$ cat src/rtl/tpc_pkg.sv
package tpc_pkg;
  // Source chosen for the next prescaler value
  typedef enum logic [1:0] {
    PSRC_HOLD   = 2'd0,
    PSRC_LOAD   = 2'd1,
    PSRC_DEC    = 2'd2,
    PSRC_RELOAD = 2'd3
  } presc_src_e;
endpackage

$ cat src/rtl/tpc_reload_reg.sv
module tpc_reload_reg #(
  parameter int W = 32
) (
  input  logic         clk,
  input  logic         rst,
  input  logic         ld,
  input  logic [W-1:0] ld_val,
  output logic [W-1:0] q
);
  always_ff @(posedge clk) begin
    if (rst)     q <= '0;
    else if (ld) q <= ld_val;
  end
endmodule

$ cat src/rtl/tpc_presc_down.sv
module tpc_presc_down
  import tpc_pkg::*;
#(
  parameter int W = 32
) (
  input  logic         clk,
  input  logic         rst,
  input  logic         tick,
  input  logic         ld,
  input  logic [W-1:0] ld_val,
  input  logic [W-1:0] reload_val,
  output logic [W-1:0] q,
  output logic         period_end
);
  localparam logic [W-1:0] ONE = W'(1);

  presc_src_e src;
  logic       at_zero;

  assign at_zero    = (q == '0);
  // Period completes on the tick that finds the prescaler at zero
  assign period_end = tick & at_zero;

  always_comb begin
    if (ld)           src = PSRC_LOAD;
    else if (!tick)   src = PSRC_HOLD;
    else if (at_zero) src = PSRC_RELOAD;
    else              src = PSRC_DEC;
  end

  always_ff @(posedge clk) begin
    if (rst) begin
      q <= '0;
    end else begin
      unique case (src)
        PSRC_LOAD:   q <= ld_val;
        PSRC_RELOAD: q <= reload_val;
        PSRC_DEC:    q <= q - ONE;
        default:     q <= q;
      endcase
    end
  end
endmodule

$ cat src/rtl/tpc_evt_count.sv
module tpc_evt_count #(
  parameter int W = 32
) (
  input  logic         clk,
  input  logic         rst,
  input  logic         inc,
  input  logic         ld,
  input  logic [W-1:0] ld_val,
  output logic [W-1:0] q
);
  localparam logic [W-1:0] ONE = W'(1);

  always_ff @(posedge clk) begin
    if (rst)      q <= '0;
    else if (ld)  q <= ld_val;
    else if (inc) q <= q + ONE;   // wraps silently at all-ones
  end
endmodule

$ cat src/rtl/tick_prescale_counter.sv
module tick_prescale_counter #(
  parameter int PRESC_W = 32,
  parameter int EVT_W   = 32,
  parameter int TICK_HZ = 20_000_000
) (
  input  logic               clk,
  input  logic               rst,
  input  logic               tick_en,
  input  logic               reload_ld,
  input  logic [PRESC_W-1:0] reload_ld_val,
  input  logic               presc_ld,
  input  logic [PRESC_W-1:0] presc_ld_val,
  input  logic               evt_ld,
  input  logic [EVT_W-1:0]   evt_ld_val,
  output logic [PRESC_W-1:0] reload_q,
  output logic [PRESC_W-1:0] presc_q,
  output logic [EVT_W-1:0]   evt_q
);
  generate
    if (TICK_HZ < 1) begin : g_bad_rate
      $error("TICK_HZ must be positive");
    end
  endgenerate

  logic period_end;

  tpc_reload_reg #(.W(PRESC_W)) u_reload (
    .clk    (clk),
    .rst    (rst),
    .ld     (reload_ld),
    .ld_val (reload_ld_val),
    .q      (reload_q)
  );

  tpc_presc_down #(.W(PRESC_W)) u_presc (
    .clk        (clk),
    .rst        (rst),
    .tick       (tick_en),
    .ld         (presc_ld),
    .ld_val     (presc_ld_val),
    .reload_val (reload_q),
    .q          (presc_q),
    .period_end (period_end)
  );

  tpc_evt_count #(.W(EVT_W)) u_evt (
    .clk    (clk),
    .rst    (rst),
    .inc    (period_end),
    .ld     (evt_ld),
    .ld_val (evt_ld_val),
    .q      (evt_q)
  );
endmodule

$ cat config.mk
export PLATFORM = sky130hd
export DESIGN_NAME = tick_prescale_counter
export DESIGN_NICKNAME = d
export VERILOG_FILES = /design/src/rtl/tpc_pkg.sv /design/src/rtl/tpc_reload_reg.sv /design/src/rtl/tpc_presc_down.sv /design/src/rtl/tpc_evt_count.sv /design/src/rtl/tick_prescale_counter.sv
export SDC_FILE = /design/constraint.sdc
export NUM_CORES = 1
export LEC_CHECK = 0
export BUFFER_PORTS_ARGS = -buffer_cell sky130_fd_sc_hd__buf_2
export CAP_MARGIN = 20
export CORE_ASPECT_RATIO = 0.6
export CORE_UTILIZATION = 54
export CTS_CLUSTER_SIZE = 12
export DETAILED_ROUTE_END_ITERATION = 7
export PLACE_DENSITY = 0.86
export SLEW_MARGIN = 10
export SYNTH_ARGS = -nofsm -noshare
export SYNTH_HDL_FRONTEND = slang
export SYNTH_HIERARCHICAL = 1
export SYNTH_SLANG_ARGS = --single-unit
$ cat constraint.sdc
create_clock -name clk -period 9.4 [get_ports clk]
set_input_delay 2.35 -clock clk [delete_from_list [all_inputs] [get_ports clk]]
set_output_delay 2.35 -clock clk [all_outputs]
set_load 0.005 [all_outputs]
==> results.md <==
* Clock skew at 0.00764 ns
* Count leader, synth: dfxtp_1
* First-pass GRT wire length at 28400 µm
* Final period utilization at 0.590
* Setup_tns at 0 ns
* Layout area overhead at 22.1%
* Ranking of synthesized cells by area: dfxtp_1, mux2i_1, nor2_1
* Crit path max-delay family: simple AND/OR/NAND/NOR gates
* Reg2reg end: u_evt/q[17]
* Full die area at 10500 µm²
* DP HPWL at 13100 µm
* Mapped cell area at 5440 µm²
* Dpl ws at 3.64 ns
* Fmax at 0.180 GHz
* Setup slack after layout at 3.85 ns
* Rel. slew slack at 0.286
* Min Hold Slack at 0.523 ns
* Cell accounting for the most synthesized area: dfxtp_1
* Reg2reg path depth at 10
* Fin crit period at 5.55 ns
* Pre-Repair DR Iteration Count at 5
* Status: complete, no violations
* Worst EP arrival at 5.79 ns
* Syn nets at 765
* Clock root buffer: clkbuf_16
* Most common flop cell mapped by yosys: dfxtp_1
* RSZ-0062 raised after global routing: no
* CTS Buf Count at 9
* Layout net count at 926
* Fin cells at 956
* Final core utilization at 0.702
* Total number of vias at 6106
* Cell variety after synth at 68
* Final Power at 1.02 mW
* I/O pin cnt at 198
* Core Footprint at 9460 µm²
* Share of layout cells above drive strength 1 at 0.281
* Fill cell count at 830
* Initial cell density of the core at 0.575
* Post-synth EDFFs at 0
* # clock sinks at 96
* Post-synthesis sequential area ratio at 0.354
* Pin count of the biggest net entering global routing at 48
* Postcts setup bufs at 0
* # resized after CTS at 0
* Final Wtd Congestion at 0.968
* # hold bufs at CTS at 0
* Crit-path cells: buf_2, nor2b_1, nand4_1, or3_4, inv_2, nand3_2, or4_1, or4_1, a311oi_1
* Total gr overflow at 0
* H-tree depth at 3
* Max-Cap Viols at 0
* Startpoint Class: input pin
* Least-Margin Pin Slew at 1.07 ns
* Hold-critical path endpoint: u_reload/q[4]
* Antenna cells at 0
* Reg2Reg Setup Slack at 4.57 ns
* Cell repeated most along the worst path: or4_1
* Final Hold Fails at 0
* Slowest CP cell: or4_1
* Instance count on the critical path at 9
* Vias in the first global route at 5403
* Routed WL at 18500 µm
* Die height at 79.7 µm
* TritonCTS clock tree: done
* Hold path depth at 2
* GRT Overall Usage at 0.345
* Routed Antenna Nets at 0
* Routed vias/inst at 6.39
* Ys Warns at 6
* Worst hold start: u_reload/q[4]
* Syn Inst Count at 661
* Post-route DRC at 0
* Slew Limit Fails at 0
* Min-delay worst type: reg2reg
* Wirelength per Cell at 19.4 µm
* Maximum root-to-sink buffer count at 2
* RR Startpoint: u_presc/q[0]
* Post-synth top area share at 0.354
* Critical Path Sink Type: flop
* Syn Area/Cell at 8.22 µm²
* Register bit total from synthesis at 96
* Placement Cell Area at 6320 µm²
* Initial antenna violation count at 0
* Crit-path max FO at 34
* IO Port Bufs at 197
* Fin area at 6640 µm²
* Worst Path Buf+Inv at 2
* Initial DRC Count at 745
* Die width at 132 µm
* CP peak stage delay at 0.70 ns
* Worst-path clk slew at 0.06 ns
* Pleak at 2.90 nW
* Synth cell count leaders: dfxtp_1, nor2_1, clkbuf_1, mux2i_1, nor3_1
* WP data required at 9.64 ns
* PwrDens at 154 nW/µm²
* Worst-Skew Late Latency at 0.34 ns
* Final setup viols at 0
* Post-synth ARST share at 0
* Worst IR drop on VDD at 0.102 mV
* Placed Cells at 940
* Critical path class: in2reg
* Row cnt at 27
worst max-delay path by stage:
stage | from | to | slack [ns]
detailed placement | tick_en | u_evt/q[17] | 3.64
global placement | tick_en | u_evt/q[19] | 3.82
CTS | tick_en | u_evt/q[17] | 4.00
floorplan | tick_en | u_evt/q[17] | 4.61
finish | tick_en | u_evt/q[17] | 3.85
global route | tick_en | u_evt/q[19] | 3.72
metal layers:
metal  vias up  GRT usage  wire [µm]
met3        31      0.112       2430
met1      2842      0.487       8070
met5         -          0          0
met4         0     0.0826        231
met2       442      0.502       7800
li1       2791          -          -
cell families after synthesis:
logic type / synth area share
mux: 0.0686
simple gates: 0.266
xor+xnor: 0.0387
compound gates: 0.202
fa+ha+maj: 0.00460
flops: 0.354
buf+inv: 0.0663
tightest hold or removal path: stages, from the launching register on:
cell and delay [ns]:
dfxtp_1 0.34, mux2i_1 0.07, nor2_1 0.07
final cells by class:
cell class / count / area [µm²] / share of cell area
clock buffer: 9 / 225 / 0.0339
clock inverter: 6 / 61.3 / 0.00923
inverter: 21 / 78.8 / 0.0119
multi-input combinational: 493 / 3150 / 0.475
sequential: 96 / 1920 / 0.289
tap: 130 / 163 / 0.0245
timing repair buffer: 201 / 1040 / 0.156
state kept, by name, summed over array words and instances (netlist names):
name        count
u_evt/q        32
u_presc/q      32
u_reload/q     32
report_power, final:
part | internal, mW | switching, mW
clock | 0.204 | 0.157
combinational | 0.0839 | 0.0998
sequential | 0.436 | 0.0433
placed cells by master (no fill, tap or decap), types with 4 or more instances in the layout:
cell type / n
o21ai_0: 29
nor3_1: 33
nand4_1: 14
o32ai_1: 5
clkbuf_16: 9
buf_2: 197
a2111oi_1: 4
nand3_1: 21
nand2_1: 31
xnor2_1: 15
a2111oi_0: 9
or4_1: 11
or3_1: 23
and3_1: 6
a31oi_1: 5
nor3b_1: 5
nor2_1: 92
and4_1: 5
a21oi_1: 26
nor4_1: 17
dfxtp_1: 96
mux2i_1: 35
a211o_1: 5
xor2_1: 9
inv_1: 18
o211ai_1: 6
o31ai_1: 9
a311oi_1: 11
a211oi_1: 17
Note: power is estimated with default switching activity, not from simulation.
